[src/rtl/auxeng_pkg.sv]
package auxeng_pkg;
  typedef enum logic [1:0] {ST_IDLE, ST_REQ, ST_WAIT} seq_state_t;

  localparam logic [7:0] OFS_CFG   = 8'h76;
  localparam logic [7:0] OFS_A0    = 8'h7D;
  localparam logic [7:0] OFS_A1    = 8'h7E;
  localparam logic [7:0] OFS_A2    = 8'h7F;
  localparam logic [7:0] OFS_LEN   = 8'h80;
  localparam logic [7:0] OFS_WPORT = 8'h81;
  localparam logic [7:0] OFS_RPORT = 8'h82;
  localparam logic [7:0] OFS_CTRL  = 8'h83;
  localparam logic [7:0] OFS_STAT  = 8'h84;

  localparam logic [2:0] CLS_INVALID = 3'd4;
  localparam logic [2:0] CLS_TIMEOUT = 3'd7;

  function automatic logic is_known_cmd(input logic [3:0] c);
    return (c == 4'h8) || (c == 4'h9) || (c == 4'h0) || (c == 4'h1);
  endfunction
endpackage

[src/rtl/auxeng_fifo.sv]
module auxeng_fifo #(
  parameter int WIDTH = 8,
  parameter int DEPTH = 16
) (
  input  logic             clk,
  input  logic             rst,
  input  logic             flush,
  input  logic             push,
  input  logic [WIDTH-1:0] din,
  input  logic             pop,
  output logic [WIDTH-1:0] head,
  output logic             empty
);
  localparam int AW = $clog2(DEPTH);
  localparam int CW = $clog2(DEPTH + 1);
  localparam logic [CW-1:0] FULLCNT = CW'(DEPTH);

  logic [WIDTH-1:0] mem [DEPTH];
  logic [AW-1:0]    wptr, rptr;
  logic [CW-1:0]    count;
  logic             do_push, do_pop;

  assign empty   = (count == '0);
  assign do_push = push && (count != FULLCNT);
  assign do_pop  = pop && !empty;
  assign head    = empty ? '0 : mem[rptr];

  always_ff @(posedge clk) begin
    if (do_push) mem[wptr] <= din;
  end

  always_ff @(posedge clk) begin
    if (rst || flush) begin
      wptr  <= '0;
      rptr  <= '0;
      count <= '0;
    end else begin
      if (do_push) wptr <= wptr + AW'(1);
      if (do_pop)  rptr <= rptr + AW'(1);
      count <= count + CW'(do_push) - CW'(do_pop);
    end
  end

  p_no_overflow_r5: assert property (@(posedge clk) disable iff (rst)
    count <= FULLCNT);
  p_flush_clears_r2: assert property (@(posedge clk) disable iff (rst)
    flush |=> empty);
endmodule

[src/rtl/auxeng_seq.sv]
module auxeng_seq
  import auxeng_pkg::*;
#(
  parameter int TIMEOUT_CYCLES = 1000
) (
  input  logic       clk,
  input  logic       rst,
  input  logic       launch,
  input  logic [3:0] cmd,
  input  logic       req_ready,
  input  logic       rsp_valid,
  input  logic [2:0] rsp_class,
  input  logic [4:0] rsp_count,
  output logic       busy,
  output logic       req_valid,
  output logic       wait_phase,
  output logic [7:0] status
);
  localparam int CW = $clog2(TIMEOUT_CYCLES + 1);
  localparam logic [CW-1:0] LAST = CW'(TIMEOUT_CYCLES - 1);

  seq_state_t    state;
  logic [CW-1:0] cnt;

  assign busy       = (state != ST_IDLE);
  assign req_valid  = (state == ST_REQ);
  assign wait_phase = (state == ST_WAIT);

  always_ff @(posedge clk) begin
    if (rst) begin
      state  <= ST_IDLE;
      cnt    <= '0;
      status <= '0;
    end else begin
      case (state)
        ST_IDLE: begin
          cnt <= '0;
          if (launch) begin
            if (is_known_cmd(cmd)) state  <= ST_REQ;
            else                   status <= {CLS_INVALID, 5'd0};
          end
        end
        ST_REQ: begin
          if (cnt == LAST) begin
            state  <= ST_IDLE;
            status <= {CLS_TIMEOUT, 5'd0};
          end else begin
            cnt <= cnt + CW'(1);
            if (req_ready) state <= ST_WAIT;
          end
        end
        ST_WAIT: begin
          if (rsp_valid) begin
            state  <= ST_IDLE;
            status <= {rsp_class, rsp_count};
          end else if (cnt == LAST) begin
            state  <= ST_IDLE;
            status <= {CLS_TIMEOUT, 5'd0};
          end else begin
            cnt <= cnt + CW'(1);
          end
        end
        default: state <= ST_IDLE;
      endcase
    end
  end

  p_req_hold_r3: assert property (@(posedge clk) disable iff (rst)
    (req_valid && !req_ready && cnt != LAST) |=> req_valid);
  p_known_cmd_r9: assert property (@(posedge clk) disable iff (rst)
    req_valid |-> is_known_cmd(cmd));
  p_send_clear_r6: assert property (@(posedge clk) disable iff (rst)
    (wait_phase && rsp_valid) |=> !busy);
  p_cnt_bound_r10: assert property (@(posedge clk) disable iff (rst)
    cnt <= LAST);
endmodule

[src/rtl/aux_req_engine.sv]
module aux_req_engine
  import auxeng_pkg::*;
#(
  parameter int FIFO_DEPTH     = 16,
  parameter int TIMEOUT_CYCLES = 1000
) (
  input  logic        clk,
  input  logic        rst,
  input  logic        bus_wr,
  input  logic        bus_rd,
  input  logic [7:0]  bus_addr,
  input  logic [7:0]  bus_wdata,
  output logic [7:0]  bus_rdata,
  output logic        lnk_req_valid,
  input  logic        lnk_req_ready,
  output logic [3:0]  lnk_cmd,
  output logic [19:0] lnk_addr,
  output logic [4:0]  lnk_len,
  output logic [7:0]  lnk_wdata,
  input  logic        lnk_wpop,
  input  logic        lnk_rpush,
  input  logic [7:0]  lnk_rdata,
  input  logic        lnk_rsp_valid,
  input  logic [2:0]  lnk_rsp_class,
  input  logic [4:0]  lnk_rsp_count
);
  logic [7:0] addr_lo, addr_mid, addr_hi;
  logic [3:0] len_code;
  logic       len_none;
  logic       busy, wait_phase, soft_rst, launch, wr_open;
  logic       rd_empty, wr_empty;
  logic [7:0] rd_head, status;

  assign soft_rst = bus_wr && (bus_addr == OFS_CFG) && (bus_wdata == 8'hFF);
  assign wr_open  = bus_wr && !busy;
  assign launch   = wr_open && (bus_addr == OFS_CTRL) && bus_wdata[0];

  always_ff @(posedge clk) begin
    if (rst) begin
      addr_lo  <= '0;
      addr_mid <= '0;
      addr_hi  <= '0;
      len_code <= '0;
      len_none <= 1'b0;
    end else if (wr_open) begin
      case (bus_addr)
        OFS_A0:  addr_lo  <= bus_wdata;
        OFS_A1:  addr_mid <= bus_wdata;
        OFS_A2:  addr_hi  <= bus_wdata;
        OFS_LEN: begin
          len_code <= bus_wdata[3:0];
          len_none <= bus_wdata[7];
        end
        default: ;
      endcase
    end
  end

  assign lnk_cmd  = addr_hi[7:4];
  assign lnk_addr = {addr_hi[3:0], addr_mid, addr_lo};
  assign lnk_len  = len_none ? 5'd0 : ({1'b0, len_code} + 5'd1);

  auxeng_seq #(.TIMEOUT_CYCLES(TIMEOUT_CYCLES)) u_seq (
    .clk(clk), .rst(rst || soft_rst), .launch(launch), .cmd(lnk_cmd),
    .req_ready(lnk_req_ready), .rsp_valid(lnk_rsp_valid),
    .rsp_class(lnk_rsp_class), .rsp_count(lnk_rsp_count),
    .busy(busy), .req_valid(lnk_req_valid), .wait_phase(wait_phase),
    .status(status)
  );

  auxeng_fifo #(.WIDTH(8), .DEPTH(FIFO_DEPTH)) u_wfifo (
    .clk(clk), .rst(rst), .flush(soft_rst),
    .push(wr_open && (bus_addr == OFS_WPORT)), .din(bus_wdata),
    .pop(lnk_wpop && wait_phase), .head(lnk_wdata), .empty(wr_empty)
  );

  auxeng_fifo #(.WIDTH(8), .DEPTH(FIFO_DEPTH)) u_rfifo (
    .clk(clk), .rst(rst), .flush(soft_rst),
    .push(lnk_rpush && wait_phase), .din(lnk_rdata),
    .pop(bus_rd && (bus_addr == OFS_RPORT)), .head(rd_head), .empty(rd_empty)
  );

  always_ff @(posedge clk) begin
    if (rst) begin
      bus_rdata <= '0;
    end else if (bus_rd) begin
      case (bus_addr)
        OFS_A0:    bus_rdata <= addr_lo;
        OFS_A1:    bus_rdata <= addr_mid;
        OFS_A2:    bus_rdata <= addr_hi;
        OFS_LEN:   bus_rdata <= {len_none, 3'b000, len_code};
        OFS_RPORT: bus_rdata <= rd_head;
        OFS_CTRL:  bus_rdata <= {7'd0, busy};
        OFS_STAT:  bus_rdata <= status;
        default:   bus_rdata <= '0;
      endcase
    end
  end

  p_lock_addr_r11: assert property (@(posedge clk) disable iff (rst)
    busy |=> ($stable(addr_lo) && $stable(addr_mid) && $stable(addr_hi)
              && $stable(len_code)));
  p_empty_read_zero_r8: assert property (@(posedge clk) disable iff (rst)
    (bus_rd && bus_addr == OFS_RPORT && rd_empty) |=> (bus_rdata == 8'h00));
  p_wfifo_quiet_idle_r5: assert property (@(posedge clk) disable iff (rst)
    wr_empty |-> (lnk_wdata == 8'h00));
endmodule

[config.mk]
export PLATFORM = sky130hd
export DESIGN_NAME = aux_req_engine
export DESIGN_NICKNAME = d
export VERILOG_FILES = /design/src/rtl/auxeng_pkg.sv /design/src/rtl/auxeng_fifo.sv /design/src/rtl/auxeng_seq.sv /design/src/rtl/aux_req_engine.sv
export SDC_FILE = /design/constraint.sdc
export NUM_CORES = 1
export LEC_CHECK = 0
export BUFFER_PORTS_ARGS = -buffer_cell sky130_fd_sc_hd__clkbuf_2
export CORE_MARGIN = 1
export CORE_UTILIZATION = 51
export CTS_CLUSTER_DIAMETER = 200
export CTS_CLUSTER_SIZE = 20
export DETAILED_ROUTE_END_ITERATION = 7
export PLACE_DENSITY = 0.71
export REMOVE_ABC_BUFFERS = 1
export SKIP_LAST_GASP = 1
export SLEW_MARGIN = 5
export SYNTH_ARGS = -nofsm -noshare
export SYNTH_HDL_FRONTEND = slang
export SYNTH_SLANG_ARGS = --single-unit
[constraint.sdc]
create_clock -name clk -period 2.85 [get_ports clk]
set_input_delay 0.1425 -clock clk [delete_from_list [all_inputs] [get_ports clk]]
set_output_delay 0.1425 -clock clk [all_outputs]
set_load 0.02 [all_outputs]
==> impl_metrics.py, run 1 <==
metrics = {
    "logic_synthesis": {
        "yosysTopAreaCellShare": 0.531,
        "synth_cell_type_count": 57,
        "syn_area_sq_um": 14500,
        "ys.flop_type": "edfxtp_1",
        "syn_inst": 923,
        "async_flop_share": 0,
        "synth_edf_count": 256,
        "synth_area_leader_cell": "edfxtp_1",
        "synth.area.top_cells": "edfxtp_1, dfxtp_1, mux4_2",
        "ys_seq_area_frac": 0.657,
        "ys_ff_latch": 347,
        "syn_avg_cell_area_sq_um": 15.7,
        "yosysWarnings": 0,
        "yosysMostFrequentCell": "edfxtp_1",
        "synth_commonest_cells": "edfxtp_1, nor2_1, dfxtp_1",
    },
    "setup_path": {
        "crit_fanout": 32,
        "cpMaxStageDelayCell": "mux4_2",
        "cpLargestDelayFamily": "multiplexers",
        "crit_required_ns": 2.71,
        "crit_arrival_ns": 2.55,
        "cp_slowest_stage_delay_ns": 0.56,
        "r2r_end": "u_rfifo.count[4]",
        "critPathBufInv": 2,
        "r2r_slack_ns": 0.22,
        "crit_path_start_kind": "register",
        "rr_startpoint": "u_rfifo.count[2]",
        "crit_chain": "buf_12 > mux4_2 > mux4_2 > and2b_1 > clkbuf_2",
        "crit_type": "register to primary output",
        "end_kind": "primary output",
        "critPathMostFrequentCell": "mux4_2",
        "r2r_cells": 9,
    },
    "cells_and_area": {
        "final_util": 0.589,
        "drive_gt1_frac": 0.264,
        "diodes": 0,
        "final_area_sq_um": 16400,
        "nets": 1130,
        "syn_to_final_growth_pct": 13.3,
    },
    "clocking": {
        "cts_buffers": 21,
        "clock-sinks": 347,
        "clkLatencyLatePin_ns": 0.53,
        "cts_tree": "yes",
        "h-tree-depth": 1,
        "cts_buffer_depth": 3,
        "path_clk_slew_ns": 0.09,
        "root_buffer": "clkbuf_16",
    },
    "timing": {
        "skew_ns": 0.0287,
        "drv_slew": 0,
        "max_slew_margin": 0.560,
        "tns_ns": 0,
        "min_period_ns": 2.69,
        "setup_viol": 0,
        "max_freq_mhz": 372,
        "rsz0062_at_grt": "no",
        "worstMarginPinSlew_ns": 0.660,
        "holdWs_ns": 0.0197,
        "hold_viol": 0,
        "min_period_over_period": 0.944,
    },
    "placement": {
        "gp_congestion": 0.901,
        "dpl_cell_area_sq_um": 15700,
        "io_buffers": 85,
        "detailedPlacementHpwl_mm": 21.5,
    },
    "detailed_routing": {
        "dr.pass1.iters": 5,
        "drt_iter0_markers": 628,
        "viasPerCell": 5.72,
        "wl_mm": 31.4,
        "vias": 8302,
        "wl_per_cell_microns": 21.7,
        "drcViolationCount": 0,
        "ant_nets": 0,
    },
    "power": {
        "powerDensity_nw_per_um2": 527,
        "vdd_drop_max_mv": 0.642,
        "p_leak_nw": 5.51,
        "power_w": 0.00863,
    },
    "worst_hold_path": {
        "whs_path_depth": 4,
        "worstHoldEndpoint": "u_seq.status[6]",
        "min_from": "lnk_rsp_class[1]",
        "min_path_type": "input port to register",
    },
    "global_route": {
        "grt_pass1_vias": 8114,
        "gr-usage-all-layers": 0.223,
        "grt_first_pass_wirelength_mm": 48.1,
        "overflow": 0,
        "antenna_found_initial": 0,
        "grt_max_degree": 33,
    },
    "floorplan": {
        "row_count": 61,
        "ioPinCount": 86,
        "die-area_sq_um": 29100,
        "fp.coreArea_sq_um": 27900,
        "die_x_microns": 170,
        "start_util": 0.519,
        "die_y_microns": 170,
    },
    "run_status": {
        "status": "completed",
    },
    "job": {
        "drv_cap": 0,
    },
}
[routing by layer]
layer / GRT usage / wire (microns) / vias to the layer above
li1: - / - / 3809
met2: 0.386 / 16000 / 237
met4: 0.0505 / 638 / 0
met5: 0 / 0 / -
met3: 0.0307 / 1560 / 43
met1: 0.298 / 13300 / 4213
[registers in the layout, summed over array words and instances (netlist names), named ones only]
signal / count
u_seq.state: 2
u_wfifo.count: 5
bus_rdata: 8
addr_mid: 8
u_rfifo.rptr: 4
len_code: 4
u_wfifo.wptr: 4
u_wfifo.mem: 128
u_rfifo.count: 5
addr_lo: 8
u_rfifo.mem: 128
u_seq.cnt: 10
len_none: 1
u_wfifo.rptr: 4
u_seq.status: 8
addr_hi: 8
u_rfifo.wptr: 4
[layout by cell type, fill, tap and decap left out, types with 3 or more instances in the layout]
cell type / instances
a221oi_1: 4
clkbuf_1: 14
a21o_1: 6
nor3_1: 10
xnor2_1: 7
nand2_1: 43
dlygate4sd3_1: 6
inv_1: 26
o21ai_0: 10
ha_1: 26
nor2b_1: 5
mux2i_1: 34
and3_1: 5
edfxtp_1: 256
and2b_1: 6
clkbuf_16: 21
dfxtp_1: 90
nand3_1: 9
clkbuf_2: 85
nor2_1: 108
a211oi_1: 6
nand2b_1: 9
mux4_2: 72
o211ai_1: 4
a22o_1: 8
buf_4: 57
or3_1: 6
xor2_1: 19
nand4b_1: 3
mux2_2: 19
nand4_1: 13
buf_12: 4
a311oi_1: 7
a21oi_1: 26
a22oi_1: 10
[where the power goes]
part | internal, W | total, W | switching (W)
registers | 0.00541 | 0.00541 | 0.00000343
logic | 0.0000663 | 0.000236 | 0.000170
clock network | 0.00141 | 0.00299 | 0.00158
[timing repair]
item                                   4_1_cts  5_1_grt
endpoints found under the hold margin        6        0
setup buffers                                0        2
hold buffers                                 6        0
resized for setup                            0        4
setup endpoints to repair                    0       18
[worst min-delay path, cell delays in order]
cell,delay [ns]
clkbuf_2,0.09
nand3_1,0.10
a21o_1,0.11
a211oi_1,0.06
[metrics by stage]
| stage | worst slack, ns | std cells |
|---|---|---|
| 2_1_floorplan | -0.116 | 885 |
| 3_3_place_gp | 0.182 | 1407 |
| 3_5_place_dp | 0.0923 | 1407 |
| 4_1_cts | 0.0942 | 1450 |
| 5_1_grt | 0.0149 | 1452 |
| 6_report | 0.158 | 1452 |
[how the worst max path moves through the flow]
stage / cells after the start / to
final: 5 / lnk_wdata[3]
after global routing: 11 / u_rfifo.count[4]
after CTS: 11 / u_rfifo.count[4]
after detailed placement: 12 / u_rfifo.count[4]
after global placement: 12 / u_rfifo.count[4]
after floorplan: 14 / u_wfifo.count[4]
[logic make-up (layout without fill, tap and decap cells)]
logic type | after synthesis | count (layout) | share of synthesized area
compound gates | 89 | 89 | 0.0432
buf+inv | 64 | 215 | 0.0189
simple gates | 242 | 242 | 0.0877
xor+xnor | 26 | 26 | 0.0157
mux | 125 | 125 | 0.150
flops | 347 | 347 | 0.657
fa+ha+maj | 30 | 30 | 0.0270
[area by class of cell]
type / instances / area [sq um]
fillers: 2138 / 11500
repair buffers: 152 / 993
clock inverters: 2 / 25.0
inverters: 26 / 97.6
flip-flops and latches: 347 / 9510
multi-input cells: 512 / 4720
clock buffers: 35 / 578
well taps: 378 / 473
Note: power is estimated with default switching activity, not from simulation.
==> run 2, diff against run 1 <==
Settings changed: RECOVER_POWER from default to 100.
==> run 2 against run 1 <==
  * Total power decreased by 0.13%
  * Critical path depth did not move
  * Cell count did not move
  * Clock power about the same
  * Non-clock buffer count unchanged
  * Core utilization is 0.86 points lower
  * First-iteration DRC count shrank 4.3%
  * Sequential power about the same
  * Largest cell class unchanged
  * Die area unchanged
  * Critical path type unchanged
  * Flip-flop and latch count unchanged
==> impl_metrics.py, run 2 (synthesis results as in run 1) <==
metrics = {
    "run_status": {
        "status": "completed",
    },
    "clocking": {
        "cts_buffers": 21,
        "root_buffer": "clkbuf_16",
        "clock-sinks": 347,
        "cts_buffer_depth": 3,
        "clkLatencyLatePin_ns": 0.53,
        "path_clk_slew_ns": 0.09,
        "h-tree-depth": 1,
        "cts_tree": "yes",
    },
    "detailed_routing": {
        "viasPerCell": 5.69,
        "wl_mm": 31.5,
        "dr.pass1.iters": 4,
        "vias": 8269,
        "drcViolationCount": 0,
        "ant_nets": 0,
        "wl_per_cell_microns": 21.7,
        "drt_iter0_markers": 601,
    },
    "timing": {
        "max_slew_margin": 0.190,
        "min_period_over_period": 0.955,
        "skew_ns": 0.0306,
        "holdWs_ns": 0.0193,
        "min_period_ns": 2.72,
        "setup_viol": 0,
        "drv_slew": 0,
        "worstMarginPinSlew_ns": 1.21,
        "rsz0062_at_grt": "no",
        "max_freq_mhz": 368,
        "hold_viol": 0,
    },
    "placement": {
        "io_buffers": 85,
        "gp_congestion": 0.901,
        "detailedPlacementHpwl_mm": 21.5,
    },
    "floorplan": {
        "fp.coreArea_sq_um": 27900,
        "start_util": 0.519,
        "die_x_microns": 170,
        "die-area_sq_um": 29100,
        "die_y_microns": 170,
        "row_count": 61,
        "ioPinCount": 86,
    },
    "setup_path": {
        "crit_fanout": 32,
        "crit_path_start_kind": "register",
        "rr_startpoint": "u_seq.state[0]",
        "crit_arrival_ns": 2.58,
        "crit_type": "register to primary output",
        "end_kind": "primary output",
        "crit_required_ns": 2.71,
    },
    "global_route": {
        "grt_max_degree": 33,
        "grt_first_pass_wirelength_mm": 48.1,
        "overflow": 0,
        "antenna_found_initial": 0,
        "gr-usage-all-layers": 0.223,
        "grt_pass1_vias": 8114,
    },
    "power": {
        "powerDensity_nw_per_um2": 534,
        "power_w": 0.00862,
        "p_leak_nw": 5.23,
        "vdd_drop_max_mv": 0.641,
    },
    "cells_and_area": {
        "nets": 1130,
        "syn_to_final_growth_pct": 11.7,
        "final_common_cell": "edfxtp_1",
        "drive_gt1_frac": 0.196,
        "top_regs": "u_rfifo.mem: 128 flops, u_wfifo.mem: 128 flops, u_seq.cnt: 10 flops",
        "diodes": 0,
        "nFillCells": 2218,
        "layout_common_cells": "edfxtp_1, nor2_1, dfxtp_1, clkbuf_1, mux4_2",
    },
    "worst_hold_path": {
        "min_from": "lnk_rsp_class[1]",
        "min_path_type": "input port to register",
    },
    "job": {
        "drv_cap": 0,
    },
}
-- run 2: area by class of cell --
cell class / count / area [sq um] / area share
clock buffer: 35 / 578 / 0.0358
clock inverter: 2 / 25.0 / 0.00155
inverter: 26 / 97.6 / 0.00604
multi-input combinational: 512 / 4680 / 0.290
sequential: 347 / 9510 / 0.589
tap: 378 / 473 / 0.0293
timing repair buffer: 152 / 797 / 0.0493
-- run 2: final timing paths --
check | to | slack, ns | cells past startpoint
worst max-delay path | lnk_wdata[3] | 0.13 | 5
worst min-delay path | u_seq.status[6] | 0.02 | 4
worst max register to register | u_wfifo.mem[14][4] | 0.19 | 8
worst min register to register | u_seq.cnt[1] | 0.49 | 2
-- run 2: power by group --
part | switching (W) | internal [W] | total (W)
registers | 0.00000354 | 0.00541 | 0.00541
clock network | 0.00157 | 0.00141 | 0.00299
logic | 0.000168 | 0.0000568 | 0.000225
total | 0.00175 | 0.00688 | 0.00862
-- run 2: worst max-delay path, stage by stage, from the launching register on --
cell and delay, ns:
dfxtp_1 0.37, buf_12 0.27, mux4_2 0.56, mux4_2 0.50, and2b_1 0.17, clkbuf_2 0.15
-- run 2: repair_timing --
action                                  4_1_cts  5_1_grt
endpoints found under the hold margin         6        0
gates resized for setup                       0        4
hold buffers                                  6        0
buffers inserted                              0        2
endpoints found under the setup margin        0       18
-- run 2: metal layers --
metal | wire, microns | track usage | up-vias
met5 | 0 | 0 | -
met4 | 740 | 0.0505 | 0
met3 | 1580 | 0.0307 | 45
met2 | 15800 | 0.386 | 221
met1 | 13300 | 0.298 | 4196
li1 | - | - | 3807
-- run 2: metrics by stage --
stage / TNS [ns] / worst slack (ns) / cell area (sq um) / cells / util
2_1_floorplan: -0.575 / -0.116 / 14300 / 885 / -
3_3_place_gp: 0 / 0.182 / 15700 / 1407 / 0.564
3_5_place_dp: 0 / 0.0923 / 15700 / 1407 / 0.564
4_1_cts: 0 / 0.0942 / 16400 / 1450 / 0.587
5_1_grt: 0 / 0.00570 / 16200 / 1452 / 0.580
6_report: 0 / 0.129 / 16200 / 1452 / 0.580
